--- src/rtl/twi_front_pkg.sv ---
package twi_front_pkg;
  typedef enum logic [2:0] {
    ST_IDLE,
    ST_ADDR,
    ST_ADDR_ACK,
    ST_WR_BYTE,
    ST_WR_ACK,
    ST_RD_BYTE,
    ST_RD_ACK,
    ST_WAIT_STOP
  } twi_state_t;
endpackage

--- src/rtl/twi_line_sync.sv ---
module twi_line_sync #(
  parameter int STAGES = 2
) (
  input  logic clk,
  input  logic rst,
  input  logic scl_in,
  input  logic sda_in,
  output logic scl_s,
  output logic sda_s,
  output logic scl_rise,
  output logic scl_fall,
  output logic start_det,
  output logic stop_det
);
  logic [STAGES-1:0] scl_chain, sda_chain;
  logic scl_q, sda_q;

  generate
    if (STAGES == 1) begin : g_one
      always_ff @(posedge clk) begin
        if (rst) begin
          scl_chain <= '1;
          sda_chain <= '1;
        end else begin
          scl_chain <= scl_in;
          sda_chain <= sda_in;
        end
      end
    end else begin : g_many
      always_ff @(posedge clk) begin
        if (rst) begin
          scl_chain <= '1;
          sda_chain <= '1;
        end else begin
          scl_chain <= {scl_chain[STAGES-2:0], scl_in};
          sda_chain <= {sda_chain[STAGES-2:0], sda_in};
        end
      end
    end
  endgenerate

  always_ff @(posedge clk) begin
    if (rst) begin
      scl_q <= 1'b1;
      sda_q <= 1'b1;
    end else begin
      scl_q <= scl_s;
      sda_q <= sda_s;
    end
  end

  assign scl_s     = scl_chain[STAGES-1];
  assign sda_s     = sda_chain[STAGES-1];
  assign scl_rise  = scl_s & ~scl_q;
  assign scl_fall  = ~scl_s & scl_q;
  assign start_det = scl_s & scl_q & sda_q & ~sda_s;
  assign stop_det  = scl_s & scl_q & ~sda_q & sda_s;
endmodule

--- src/rtl/twi_addr_decode.sv ---
module twi_addr_decode #(
  parameter int         BLK_W  = 3,
  parameter logic [3:0] PREFIX = 4'b1010
) (
  input  logic [7:1]       abyte,
  input  logic [2:0]       pins,
  output logic             hit,
  output logic [BLK_W-1:0] blk
);
  logic pin_ok;

  generate
    if (BLK_W >= 3) begin : g_no_pin
      logic unused_pins;
      assign unused_pins = ^pins;
      assign pin_ok = 1'b1;
    end else begin : g_pin
      assign pin_ok = (abyte[3:BLK_W+1] == pins[2:BLK_W]);
    end
  endgenerate

  assign blk = abyte[BLK_W:1];
  assign hit = (abyte[7:4] == PREFIX) && pin_ok;
endmodule

--- src/rtl/twi_mem_front.sv ---
module twi_mem_front
  import twi_front_pkg::*;
#(
  parameter int         MEM_AW      = 11,
  parameter int         SYNC_STAGES = 2,
  parameter logic [3:0] DEV_PREFIX  = 4'b1010,
  localparam int        BLK_W       = MEM_AW - 8
) (
  input  logic             clk,
  input  logic             rst,
  input  logic             scl_in,
  input  logic             sda_in,
  input  logic [2:0]       dev_pins,
  input  logic             busy,
  input  logic [7:0]       rd_data,
  output logic             sda_pull,
  output logic [7:0]       rx_byte,
  output logic             rx_valid,
  output logic             txn_start,
  output logic             rw_bit,
  output logic [BLK_W-1:0] blk_sel,
  output logic             stop_pulse,
  output logic             rd_take
);
  localparam logic [3:0] BITS_PER_BYTE = 4'd8;

  logic scl_s, sda_s, scl_rise, scl_fall, start_det, stop_det;
  logic hit;
  logic [BLK_W-1:0] blk;
  twi_state_t state;
  logic [3:0] cnt;
  logic [7:0] sh, tx;
  logic       m_ack;

  twi_line_sync #(.STAGES(SYNC_STAGES)) u_sync (
    .clk(clk), .rst(rst), .scl_in(scl_in), .sda_in(sda_in),
    .scl_s(scl_s), .sda_s(sda_s), .scl_rise(scl_rise), .scl_fall(scl_fall),
    .start_det(start_det), .stop_det(stop_det)
  );

  twi_addr_decode #(.BLK_W(BLK_W), .PREFIX(DEV_PREFIX)) u_dec (
    .abyte(sh[7:1]), .pins(dev_pins), .hit(hit), .blk(blk)
  );

  always_ff @(posedge clk) begin
    rx_valid   <= 1'b0;
    txn_start  <= 1'b0;
    stop_pulse <= 1'b0;
    rd_take    <= 1'b0;
    if (rst) begin
      state    <= ST_IDLE;
      cnt      <= '0;
      sh       <= '0;
      tx       <= '0;
      m_ack    <= 1'b0;
      sda_pull <= 1'b0;
      rx_byte  <= '0;
      rw_bit   <= 1'b0;
      blk_sel  <= '0;
    end else if (start_det) begin
      state    <= ST_ADDR;
      cnt      <= '0;
      sda_pull <= 1'b0;
    end else if (stop_det) begin
      if (state != ST_IDLE && state != ST_ADDR) stop_pulse <= 1'b1;
      state    <= ST_IDLE;
      sda_pull <= 1'b0;
    end else begin
      case (state)
        ST_ADDR: begin
          if (scl_rise) begin
            sh  <= {sh[6:0], sda_s};
            cnt <= cnt + 4'd1;
          end else if (scl_fall && cnt == BITS_PER_BYTE) begin
            if (hit && !busy) begin
              sda_pull  <= 1'b1;
              txn_start <= 1'b1;
              rw_bit    <= sh[0];
              blk_sel   <= blk;
              state     <= ST_ADDR_ACK;
            end else begin
              state <= ST_IDLE;
            end
          end
        end
        ST_ADDR_ACK: begin
          if (scl_fall) begin
            cnt <= '0;
            if (rw_bit) begin
              tx       <= rd_data;
              sda_pull <= ~rd_data[7];
              rd_take  <= 1'b1;
              state    <= ST_RD_BYTE;
            end else begin
              sda_pull <= 1'b0;
              state    <= ST_WR_BYTE;
            end
          end
        end
        ST_WR_BYTE: begin
          if (scl_rise) begin
            sh  <= {sh[6:0], sda_s};
            cnt <= cnt + 4'd1;
          end else if (scl_fall && cnt == BITS_PER_BYTE) begin
            rx_byte  <= sh;
            rx_valid <= 1'b1;
            sda_pull <= 1'b1;
            state    <= ST_WR_ACK;
          end
        end
        ST_WR_ACK: begin
          if (scl_fall) begin
            sda_pull <= 1'b0;
            cnt      <= '0;
            state    <= ST_WR_BYTE;
          end
        end
        ST_RD_BYTE: begin
          if (scl_rise) begin
            cnt <= cnt + 4'd1;
          end else if (scl_fall && cnt == BITS_PER_BYTE) begin
            sda_pull <= 1'b0;
            m_ack    <= 1'b0;
            state    <= ST_RD_ACK;
          end else if (scl_fall && cnt != 4'd0) begin
            tx       <= {tx[6:0], 1'b0};
            sda_pull <= ~tx[6];
          end
        end
        ST_RD_ACK: begin
          if (scl_s) begin
            m_ack <= ~sda_s;
          end else if (scl_fall) begin
            cnt <= '0;
            if (m_ack) begin
              tx       <= rd_data;
              sda_pull <= ~rd_data[7];
              rd_take  <= 1'b1;
              state    <= ST_RD_BYTE;
            end else begin
              state <= ST_WAIT_STOP;
            end
          end
        end
        default: ;
      endcase
    end
  end
endmodule

--- config.mk ---
export PLATFORM = sky130hd
export DESIGN_NAME = twi_mem_front
export DESIGN_NICKNAME = d
export VERILOG_FILES = /design/src/rtl/twi_front_pkg.sv /design/src/rtl/twi_line_sync.sv /design/src/rtl/twi_addr_decode.sv /design/src/rtl/twi_mem_front.sv
export SDC_FILE = /design/constraint.sdc
export NUM_CORES = 1
export LEC_CHECK = 0
export BUFFER_PORTS_ARGS = -buffer_cell sky130_fd_sc_hd__buf_4
export CELL_PAD_IN_SITES_DETAIL_PLACEMENT = 0
export CELL_PAD_IN_SITES_GLOBAL_PLACEMENT = 2
export CORE_MARGIN = 3
export CORE_UTILIZATION = 38
export DETAILED_ROUTE_END_ITERATION = 7
export PLACE_DENSITY = 0.8
export SYNTH_ARGS = -nofsm -noshare
export SYNTH_HDL_FRONTEND = slang
export SYNTH_HIERARCHICAL = 1
export SYNTH_SLANG_ARGS = --single-unit
--- constraint.sdc ---
create_clock -name clk -period 4.4 [get_ports clk]
set_clock_uncertainty 0.1 [all_clocks]
set_input_delay 1.1 -clock clk [delete_from_list [all_inputs] [get_ports clk]]
set_output_delay 1.1 -clock clk [all_outputs]
set_load 0.05 [all_outputs]
==> metrics list <==
* Diodes inserted: 0
- Of the total power, the share spent switching nets is 0.2489.
- Worst hold stages: 1
* MaxCap Viol Count: 0
- Data on the critical path arrives at its endpoint at 2.85 ns.
* Routability congestion estimate from global placement: about 0.8
- Die Height: about 85 um
- Class of the tightest hold or removal check: register to register
* Proportion of power drawn by combinational gates: 0.061
- For this run, the total global-route usage over all layers was measured as 0.1516.
* First-pass GRT wire length: between 8000 and 9000 um
- Clock period minus worst slack: between 2 and 3 ns
- Reg power frac: 0.578
- For this block, wires on met1 add up to about 2800 um.
- The critical path in this run is classified as register to register.
- Yosys cell types: 56
- Clk pin slew, worst setup/hold paths: around 0.09 ns
- Unrepaired setup endpoints after global routing: no
* Pint: roughly 550 uW
- The die is around 85 um wide.
- After detailed routing, the met3 layer carries between 200 and 250 um of wire.
- IO Port Bufs: 29
- Average detailed-routed wire length per instance: 14.97 um
* Die ar.: around 0.0073 mm^2
- Total power for the finished layout comes to ~730 uW.
- After clock tree synthesis, the repair step resized 0 gates.
- Number of H-tree levels: 2
- Across all register-to-register paths, the minimum setup slack is between 1.5 and 2 ns.
- Synthesized netlist net count: ~280
* DP Wirelength: roughly 3600 um
- After detailed routing, the number of vias per cell comes to about 5.4.
* Number of buffers created by CTS: 5
* RR Startpoint: state[2]$_SDFFE_PP0P_
* Endpoints failing hold: 0
- Power per cell area: 271.2 mW/mm^2
- STA classifies the critical path endpoint as a register.
* Site row count: 28
- Registers take a little over 900 um^2.
- Summing all multi-input logic gate instances after layout gives about 0.0013 mm^2.
- Counting the fill cells in the layout gives approximately 610.
- Register bit count reported by yosys: 46
- The clock passes through at most 2 buffers.
* Critical-path maximum fanout: 21
- Sequential element share of the synthesized area: 0.3855
* Grt total ovfl: 0
- Share of flip-flops with an asynchronous set or reset after synthesis: 0
- Post-synthesis cell count: approximately 260
- IO Count: 33
- The core region is 0.005991 mm^2.
- Dividing the final minimum period by the clock period gives 0.6264.
* Total net switching power: 182.4 uW
- The flow ran to the end, and the final reports show no timing, DRC or antenna violations.
* Share of power burned in the clock network: 0.362
- Aggregate negative setup slack: 0 ns
- Yosys warning total: 6
- The initial antenna violation count was 0.
* Final count of pins violating max slew: 0
- Headroom to the max-slew limit: 0.4929
- CTS placed an instance of sky130_fd_sc_hd__clkbuf_8 at the clock tree root.
- Start point of the worst min-delay path: u_sync/sda_chain[0]$_SDFF_PP1_
- Drc violations: 0
- The first TritonRoute pass finished after 4 iterations.
- Layout cells sized above 1: 0.1879
- Syn Std Cell Area: approximately 0.0024 mm^2
* Total wirelength of the detailed-routed design: 5343 um
- Latest clock arrival within the worst-skew pair: 0.30 ns
- Once detail routing completed, the nets flagged for antenna violations numbered 0.
- Area post-placement: 0.002614 mm^2
- For this block, the via count after detailed routing is between 1500 and 2000.
* Clock sinks: 46
* Fmax: between 300 and 400 MHz
- In this run the top signal layer used is met4.
- CTS tree: yes
- Setup violations remaining at the end of the flow were counted as 0.
* Final net count: 301
- For the worst flop-to-flop path, the logic depth is 4.
- VDD sags by at most approximately 0.15 mV.
- For the worst setup path, the data required time is between 4 and 5 ns.
- Maximum number of pins on one net before global-route repair: between 40 and 50
- The number of global-route vias before repair came to 1744.
- Min-Delay Endpoint: u_sync/sda_chain[1]$_SDFF_PP1_
* Avg Synthesized Cell Area: roughly 9 um^2
- # hold bufs at CTS: 0
- The worst setup path is launched from a register.
- Number of synthesized flops with an enable pin: 0
- The initial utilization of the core area, before any placement, comes to 0.3987.
- The first routing iteration left about 130 violations.
- Post-CTS Setup Inserts: 0
- From synthesis to final layout, the design area changed by 13.10%.
* Reg2reg end: tx[5]$_SDFFE_PP0P_
- Wire length on met2: approximately 2300 um
- Actual transition at the worst max-transition pin: roughly 0.76 ns
- The most used flip-flop cell after synthesis is sky130_fd_sc_hd__dfxtp_1.
- Leak: 1.176 nW
* Layout Cell Area excl Fill: ~0.0027 mm^2
logic make-up after synthesis:
family,after synthesis,synth area share
muxes,36,0.1545
DFF,46,0.3855
adders and majority gates,4,0.02095
and+or+nand+nor,106,0.2572
AOI/OAI and AO/OA,42,0.1268
buffers and inverters,27,0.05500
critical path, cell delays in order (launching register included):
cell and delay [ns]:
sky130_fd_sc_hd__dfxtp_1 0.78, sky130_fd_sc_hd__nand3b_1 0.56, sky130_fd_sc_hd__o31ai_1 0.37, sky130_fd_sc_hd__nand4_1 0.42, sky130_fd_sc_hd__mux2_2 0.42
metrics by stage:
step,setup WS [ns],hold slack [ns],cells,util
finish,1.644,0.3117,357,0.4509
global route,1.442,0.3465,357,0.4509
CTS,1.677,0.3143,357,0.4509
detailed placement,1.693,0.2918,349,0.4363
global placement,1.709,0.2854,349,0.4363
floorplan,2.144,0.2832,261,-
area by class of cell:
class | count | area share
Timing Repair Buffer | 30 | 0.08337
Clock buffer | 5 | 0.02547
Multi-Input combinational cell | 188 | 0.4947
Sequential cell | 46 | 0.3409
Tap cell | 75 | 0.03474
Clock inverter | 3 | 0.006948
Inverter | 10 | 0.01390
routing by layer:
layer,up-vias,GRT usage
met5,-,0
met4,0,0.03885
met3,2,0.03204
met2,32,0.2196
met1,904,0.2271
li1,973,-
cells in the mapped netlist (2+ instances only):
master                      number  area (um^2)
sky130_fd_sc_hd__and4b_1         3        30.03
sky130_fd_sc_hd__a21oi_1         6        30.03
sky130_fd_sc_hd__mux2i_1        29        290.3
sky130_fd_sc_hd__nor2_1         33        123.9
sky130_fd_sc_hd__nand3b_1        2        15.01
sky130_fd_sc_hd__o2111ai_1       2        17.52
sky130_fd_sc_hd__nand4_1         3        18.77
sky130_fd_sc_hd__mux2_2          7        78.83
sky130_fd_sc_hd__ha_1            4        50.05
sky130_fd_sc_hd__buf_2           3        15.01
sky130_fd_sc_hd__o31ai_1         2        15.01
sky130_fd_sc_hd__nand3_1         5        25.02
sky130_fd_sc_hd__a2111oi_0       2        17.52
sky130_fd_sc_hd__o21ai_0         8        40.04
sky130_fd_sc_hd__or2_1           6        37.54
sky130_fd_sc_hd__dfxtp_1        46        920.9
sky130_fd_sc_hd__inv_1          10        37.54
sky130_fd_sc_hd__clkbuf_1        7        26.28
sky130_fd_sc_hd__a31oi_1         2        12.51
sky130_fd_sc_hd__o21bai_1        2        15.01
sky130_fd_sc_hd__nor3_1          6        30.03
sky130_fd_sc_hd__nor2b_1        15        93.84
sky130_fd_sc_hd__nand2b_1        9        56.30
sky130_fd_sc_hd__buf_4           5        37.54
sky130_fd_sc_hd__o32ai_1         4        35.03
sky130_fd_sc_hd__nor3b_1         4        30.03
sky130_fd_sc_hd__or2_2           2        12.51
sky130_fd_sc_hd__nand2_1         6        22.52
power by group through the flow:
stage | sequential, mW | combinational, mW | clock (mW)
after floorplan | 0.432 | 0.0284 | 0
after global placement | 0.433 | 0.0447 | 0
after detailed placement | 0.433 | 0.0445 | 0
after CTS | 0.423 | 0.0446 | 0.279
final | 0.423 | 0.0444 | 0.265
after global routing | 0.425 | 0.0498 | 0.291
registers in the layout, summed over array words and instances, names as in the netlist:
name / cells
blk_sel: 3
cnt: 4
m_ack: 1
rd_take: 1
rw_bit: 1
rx_byte: 8
rx_valid: 1
sda_pull: 1
sh: 8
state: 3
stop_pulse: 1
tx: 7
txn_start: 1
u_sync/scl_chain: 2
u_sync/scl_q: 1
u_sync/sda_chain: 2
u_sync/sda_q: 1
layout by cell type, fill, tap and decap left out, types with 4 or more instances in the layout:
cell type and count:
sky130_fd_sc_hd__a21oi_1 6, sky130_fd_sc_hd__buf_4 30, sky130_fd_sc_hd__clkbuf_8 5, sky130_fd_sc_hd__dfxtp_1 46
sky130_fd_sc_hd__ha_1 4, sky130_fd_sc_hd__inv_1 10, sky130_fd_sc_hd__mux2_2 7, sky130_fd_sc_hd__mux2i_1 29
sky130_fd_sc_hd__nand2_1 6, sky130_fd_sc_hd__nand2b_1 9, sky130_fd_sc_hd__nand3_1 5, sky130_fd_sc_hd__nor2_1 33
sky130_fd_sc_hd__nor2b_1 15, sky130_fd_sc_hd__nor3_1 6, sky130_fd_sc_hd__nor3b_1 4, sky130_fd_sc_hd__o21ai_0 8
sky130_fd_sc_hd__o32ai_1 4, sky130_fd_sc_hd__or2_1 6
how the worst max path moves through the flow:
stage	from	depth (start not counted)	endpoint
after floorplan	busy	4	sda_pull$_SDFFE_PP0P_
after global placement	u_sync/scl_chain[1]$_SDFF_PP1_	5	rx_byte[1]$_SDFFE_PP0P_
after detailed placement	state[2]$_SDFFE_PP0P_	4	tx[5]$_SDFFE_PP0P_
after CTS	state[2]$_SDFFE_PP0P_	4	tx[5]$_SDFFE_PP0P_
after global routing	state[2]$_SDFFE_PP0P_	4	tx[5]$_SDFFE_PP0P_
final	state[2]$_SDFFE_PP0P_	4	tx[5]$_SDFFE_PP0P_
Note: power is estimated with default switching activity, not from simulation.
